File: src/rtl/lbr_pkg.sv
package lbr_pkg;

   typedef enum logic [1:0] {
      LBR_OFF    = 2'd0,
      LBR_LEGACY = 2'd1,
      LBR_EXT    = 2'd2
   } lbr_mode_e;

   localparam int BIT_BSP  = 8;
   localparam int BIT_XEN  = 10;
   localparam int BIT_GEN  = 11;
   localparam int PAGE_LSB = 12;

   localparam logic [63:0] RESET_BASE = 64'h0000_0000_FEE0_0000;

   function automatic logic [63:0] valid_mask(input int pa_w);
      logic [63:0] m;
      m = ((64'd1 << pa_w) - 64'd1) & ~64'hFFF;
      m[BIT_BSP] = 1'b1;
      m[BIT_XEN] = 1'b1;
      m[BIT_GEN] = 1'b1;
      return m;
   endfunction

endpackage

File: src/rtl/lbr_rsvd_check.sv
module lbr_rsvd_check #(
   parameter int PA_W = 36
) (
   input  logic [63:0] wr_data,
   output logic        rsvd_err
);
   import lbr_pkg::*;

   localparam logic [63:0] RSVD = ~valid_mask(PA_W);

   logic [63:0] bad;

   for (genvar b = 0; b < 64; b++) begin : g_bit
      if (RSVD[b]) begin : g_rsvd
         assign bad[b] = wr_data[b];
      end else begin : g_ok
         assign bad[b] = 1'b0;
      end
   end

   assign rsvd_err = |bad;

endmodule

File: src/rtl/lbr_mode_fsm.sv
module lbr_mode_fsm (
   input  lbr_pkg::lbr_mode_e cur_mode,
   input  logic               req_gen,
   input  logic               req_xen,
   output lbr_pkg::lbr_mode_e nxt_mode,
   output logic               trans_err
);
   import lbr_pkg::*;

   always_comb begin
      nxt_mode  = cur_mode;
      trans_err = 1'b0;
      if (req_xen && !req_gen) begin
         trans_err = 1'b1;
      end else begin
         unique case ({req_gen, req_xen})
            2'b00:   nxt_mode = LBR_OFF;
            2'b10:   nxt_mode = LBR_LEGACY;
            default: nxt_mode = LBR_EXT;
         endcase
         case (cur_mode)
            LBR_EXT:    if (nxt_mode == LBR_LEGACY) trans_err = 1'b1;
            LBR_OFF:    if (nxt_mode == LBR_EXT)    trans_err = 1'b1;
            default:    ;
         endcase
         if (trans_err) nxt_mode = cur_mode;
      end
   end

endmodule

File: src/rtl/lbr_window.sv
module lbr_window #(
   parameter int PA_W          = 36,
   parameter bit DECODE_IN_EXT = 1'b0
) (
   input  lbr_pkg::lbr_mode_e    mode,
   input  logic [PA_W-13:0]      base_pg,
   input  logic [PA_W-1:0]       bus_addr,
   output logic                  win_hit
);
   import lbr_pkg::*;

   logic dec_en;
   logic unused_low;

   assign unused_low = ^bus_addr[PAGE_LSB-1:0];

   if (DECODE_IN_EXT) begin : g_dec_any
      assign dec_en = (mode != LBR_OFF);
   end else begin : g_dec_legacy
      assign dec_en = (mode == LBR_LEGACY);
   end

   assign win_hit = dec_en && (bus_addr[PA_W-1:PAGE_LSB] == base_pg);

endmodule

File: src/rtl/lic_base_reg.sv
module lic_base_reg #(
   parameter int PA_W          = 36,
   parameter bit DECODE_IN_EXT = 1'b0
) (
   input  logic            clk,
   input  logic            rst_n,
   input  logic            wr_en,
   input  logic [63:0]     wr_data,
   input  logic [PA_W-1:0] bus_addr,
   output logic [63:0]     rd_data,
   output logic            gp_fault,
   output logic [1:0]      mode,
   output logic [PA_W-1:0] base_addr,
   output logic            win_hit
);
   import lbr_pkg::*;

   localparam int          PG_W  = PA_W - PAGE_LSB;
   localparam logic [63:0] VALID = valid_mask(PA_W);

   if (PA_W < 32 || PA_W > 63) begin : g_bad_pa_w
      $error("lic_base_reg: PA_W must lie in 32..63");
   end

   lbr_mode_e      mode_q, nxt_mode;
   logic           bsp_q;
   logic [PG_W-1:0] base_q;
   logic           rsvd_err, trans_err, reject;

   lbr_rsvd_check #(.PA_W(PA_W)) i_rsvd (
      .wr_data  (wr_data),
      .rsvd_err (rsvd_err)
   );

   lbr_mode_fsm i_fsm (
      .cur_mode  (mode_q),
      .req_gen   (wr_data[BIT_GEN]),
      .req_xen   (wr_data[BIT_XEN]),
      .nxt_mode  (nxt_mode),
      .trans_err (trans_err)
   );

   assign reject = rsvd_err | trans_err;

   always_ff @(posedge clk or negedge rst_n) begin
      if (!rst_n) begin
         mode_q   <= LBR_LEGACY;
         bsp_q    <= 1'b1;
         base_q   <= RESET_BASE[PA_W-1:PAGE_LSB];
         gp_fault <= 1'b0;
      end else begin
         gp_fault <= wr_en & reject;
         if (wr_en && !reject) begin
            mode_q <= nxt_mode;
            bsp_q  <= wr_data[BIT_BSP];
            base_q <= wr_data[PA_W-1:PAGE_LSB];
         end
      end
   end

   always_comb begin
      rd_data                      = '0;
      rd_data[PA_W-1:PAGE_LSB]     = base_q;
      rd_data[BIT_BSP]             = bsp_q;
      rd_data[BIT_GEN]             = (mode_q != LBR_OFF);
      rd_data[BIT_XEN]             = (mode_q == LBR_EXT);
   end

   assign mode      = mode_q;
   assign base_addr = {base_q, {PAGE_LSB{1'b0}}};

   lbr_window #(.PA_W(PA_W), .DECODE_IN_EXT(DECODE_IN_EXT)) i_win (
      .mode     (mode_q),
      .base_pg  (base_q),
      .bus_addr (bus_addr),
      .win_hit  (win_hit)
   );

   // Assertions
   p_mode_code_r11: assert property (@(posedge clk) disable iff (!rst_n)
      mode != 2'd3);

   p_fault_from_write_r10: assert property (@(posedge clk) disable iff (!rst_n)
      gp_fault |-> $past(wr_en));

   p_fault_keeps_state_r9: assert property (@(posedge clk) disable iff (!rst_n)
      gp_fault |-> $stable(rd_data));

   p_no_ext_to_legacy_r6: assert property (@(posedge clk) disable iff (!rst_n)
      $past(mode) == 2'd2 |-> mode != 2'd1);

   p_no_off_to_ext_r7: assert property (@(posedge clk) disable iff (!rst_n)
      $past(mode) == 2'd0 |-> mode != 2'd2);

   p_rsvd_clear_r4: assert property (@(posedge clk) disable iff (!rst_n)
      (rd_data & ~VALID) == 64'd0);

   p_no_invalid_combo_r5: assert property (@(posedge clk) disable iff (!rst_n)
      !(rd_data[BIT_XEN] && !rd_data[BIT_GEN]));

   p_hit_in_mode_r12: assert property (@(posedge clk) disable iff (!rst_n)
      win_hit |-> (DECODE_IN_EXT ? (mode != 2'd0) : (mode == 2'd1)));

endmodule

File: config.mk
export PLATFORM = sky130hd
export DESIGN_NAME = lic_base_reg
export DESIGN_NICKNAME = d
export VERILOG_FILES = /design/src/rtl/lbr_pkg.sv /design/src/rtl/lbr_rsvd_check.sv /design/src/rtl/lbr_mode_fsm.sv /design/src/rtl/lbr_window.sv /design/src/rtl/lic_base_reg.sv
export SDC_FILE = /design/constraint.sdc
export NUM_CORES = 1
export LEC_CHECK = 0
export ABC_AREA = 1
export BUFFER_PORTS_ARGS = -buffer_cell sky130_fd_sc_hd__buf_2
export CORE_ASPECT_RATIO = 1.2
export CORE_MARGIN = 2
export CORE_UTILIZATION = 39
export CTS_BUF_LIST = sky130_fd_sc_hd__clkbuf_2
export DETAILED_ROUTE_END_ITERATION = 12
export GPL_TIMING_DRIVEN = 0
export PLACE_DENSITY = 0.87
export SYNTH_ARGS = -nofsm -noshare
export SYNTH_HDL_FRONTEND = slang
export SYNTH_SLANG_ARGS = --single-unit
File: constraint.sdc
create_clock -name clk -period 1.9 [get_ports clk]
set_input_delay 0.19 -clock clk [delete_from_list [all_inputs] [get_ports clk]]
set_output_delay 0.19 -clock clk [all_outputs]
set_load 0.02 [all_outputs]
==> impl_metrics.ini <==
[synth]
synthCells = 319
ys_ff_latch = 28
ys_types = 27
syn_area_per_cell_um2 = 7.362
synth_top_area_cell = buf_4
synth_edf_count = 0
synthDominantCellAreaShare_pct = 23.65
yosysSeqAreaShare_pct = 30.47
yosys_warnings = 0
synth.area.top_cells = buf_4 (24%), dfrtp_1 (17%), nand2_1 (15%)
async_flop_share_pct = 100.0
synth_area_um2 = 2349
synthFlopType = dfrtp_1

[die]
ioPinCount = 207
start_util_pct = 40.89
coreArea_um2 = 5743
fp.dieArea_um2 = 6661
dieHeight_um = 89.01
die_w_um = 74.84
rows = 30

[power]
power_uw = 1365
cellPowerDensity_nw_per_um2 = 370.3
p_seq_share_pct = 44.0
switchingPower_uw = 391.8
ir_worst_vdd_mv = 0.2660
p_int_uw = 972.8
switching_share_pct = 28.71
p_leak_uw = 0.002257
p_clk_share_pct = 28.0
combPwrFrac_pct = 28.0

[hold_path]
min_from = wr_data[18]
worst_hold_path_type = in -> reg
hold_path_depth = 3
hold_path_end = base_q[6]

[detailed_routing]
vias_per_cell = 4.262
num_vias = 2664
ant_nets = 0
drt_iter0_drc = 135
totalWireLength_mm = 7.435
drtPass1Iterations = 4
drcViolationCount = 0
routedWlPerCell_um = 11.90

[cells_and_area]
area.growth.synth_to_final_pct = 56.90
final_cell_mix = buf_2 (145), nand2_1 (91), buf_4 (80)
fin_util_pct = 64.16
layout.nets = 649
layout_commonest_cell = buf_2
multi_input_area_um2 = 1056
fill_cells = 514
num_antenna_cells = 0
seq_area_um2 = 715.7
drive_gt1_share_pct = 47.52

[setup_path]
path_depth = 5
cp-start-kind = register
worst-path-buf-inv = 1
ff2ff_setup_slack_ps = 230
worstPathRequired_ps = 1710
rr_startpoint = mode[0]
worstPathMaxFanout = 4
r2r_cells = 9
crit_family = flip-flops
critPathSlowestCell = dfstp_2
criticalPathCategory = reg -> out
critPathMaxStageDelay_ps = 630
worstReg2RegEnd = base_q[7]
end_kind = output pin
arrival_ps = 1700
cp_cell_sequence = xor2_1 > nor3_2 > nand3_1 > nor2_1 > buf_4

[placed_design]
pre_cts_ws_ps = 353.1
place_congestion = 0.8701
detailedPlacementHpwl_mm = 5.668
port_buffers = 145

[global_route]
antenna_found_initial = 0
grt.overflow.total = 0
grt_first_pass_wirelength_mm = 10.30
grt_usage_pct = 20.07
grt_pass1_vias = 2346
grt_max_degree = 29

[timing]
period_minus_slack_ps = 1889
hold_viol = 0
period_share_pct = 99.44
finalMaxSlewViolations = 0
worst_slew_margin_rel_pct = 55.76
rsz0062_at_grt = yes
fin_skew_ps = 13.51
holdWs_ps = 7.985
fmax_mhz = 529.3
tightestPinTransition_ps = 663.6
setup_ws_ps = 10.61
finalSetupViolCount = 0

[clock_tree]
insertion_delay_ps = 380
clock-sinks = 28
clk_path_buf_depth = 2
ctsHtreeMaxLevel = 1
clk_pin_slew_ps = 310
cts_made_buffers = 3
cts_tree = done
cts-root-buf = clkbuf_2

[status]
status = completed

[job]
maxCapViolCount = 0
## worst max-delay path by stage
stage	from	slack (ps)	endpoint
2_1_floorplan	mode[0]	290	base_q[20]
3_3_place_gp	mode[0]	380	base_q[22]
3_5_place_dp	mode[0]	350	base_q[14]
4_1_cts	base_q[10]	-10	win_hit
5_1_grt	base_q[10]	-100	win_hit
6_report	base_q[16]	10	win_hit
## synth_stat cells (all sizes together), types with 2 or more instances
| cell | instances |
|---|---|
| o21ai | 6 |
| or2 | 3 |
| xor2 | 4 |
| nand4 | 27 |
| dfrtp | 16 |
| inv | 20 |
| nand3 | 4 |
| dfstp | 12 |
| nor2 | 37 |
| o22ai | 5 |
| xnor2 | 3 |
| buf | 84 |
| a21boi | 2 |
| nand2 | 91 |
## metrics by stage
step	setup TNS (ps)	std cells	instance area (um^2)
floorplan	0	367	2529
global placement	0	592	3354
detailed placement	0	592	3354
CTS	-9.963	617	3607
global route	-100.5	625	3685
finish	0	625	3685
## final cells by class
type	instances	share of cell area [%]
multi-input cells	234	28.66
plain buffers	85	18.64
well taps	80	2.716
repair buffers	174	27.30
clock inverters	1	0.8149
inverters	20	2.037
clock buffers	3	0.4075
flip-flops and latches	28	19.42
## power groups by stage
stage	combinational [uW]	sequential [uW]	clock [uW]
floorplan	213	610	0
global placement	330	609	0
detailed placement	333	609	0
CTS	362	601	382
global route	417	602	411
finish	382	601	382
## sequential cells by signal (all words and copies together), names as in the netlist
signal	flops
base_q	24
mode	2
bsp_q	1
gp_fault	1
## kinds of logic after synthesis
logic type / synth area share [%]
compound gates: 3.943
xor+xnor: 2.611
buf+inv: 32.45
flops: 30.47
other cells: 0.1597
simple gates: 30.37
## worst reg2reg max path, stage by stage, from the launching register on
cell and delay [ps]:
dfstp_2 600, buf_4 110, nor2_1 60, nand2_1 50
nand2_1 60, nor2_2 160, buf_2 250, buf_6 170
nand4_1 110, nand2_1 90
## per-layer routing
| layer | part of all wire (%) | up-vias | GRT usage (%) | wire (um) |
|---|---|---|---|---|
| met1 | 36 | 1172 | 21.73 | 2655 |
| met5 | 0 | - | 0 | 0 |
| li1 | - | 1344 | - | - |
| met4 | 1.4 | 0 | 6.494 | 103 |
| met3 | 7.5 | 8 | 2.255 | 560 |
| met2 | 55 | 140 | 39.47 | 4115 |
## what timing repair did
| item | 4_1_cts | 5_1_grt |
|---|---|---|
| setup buffers | 4 | 1 |
| endpoints found under the setup margin | 1 | 1 |
| hold buffers | 17 | 7 |
| resized for setup | 4 | 0 |
| endpoints found under the hold margin | 32 | 7 |
| gates cloned | 0 | 0 |
| pin swaps | 4 | 3 |
(Power assumes the default switching activity.)
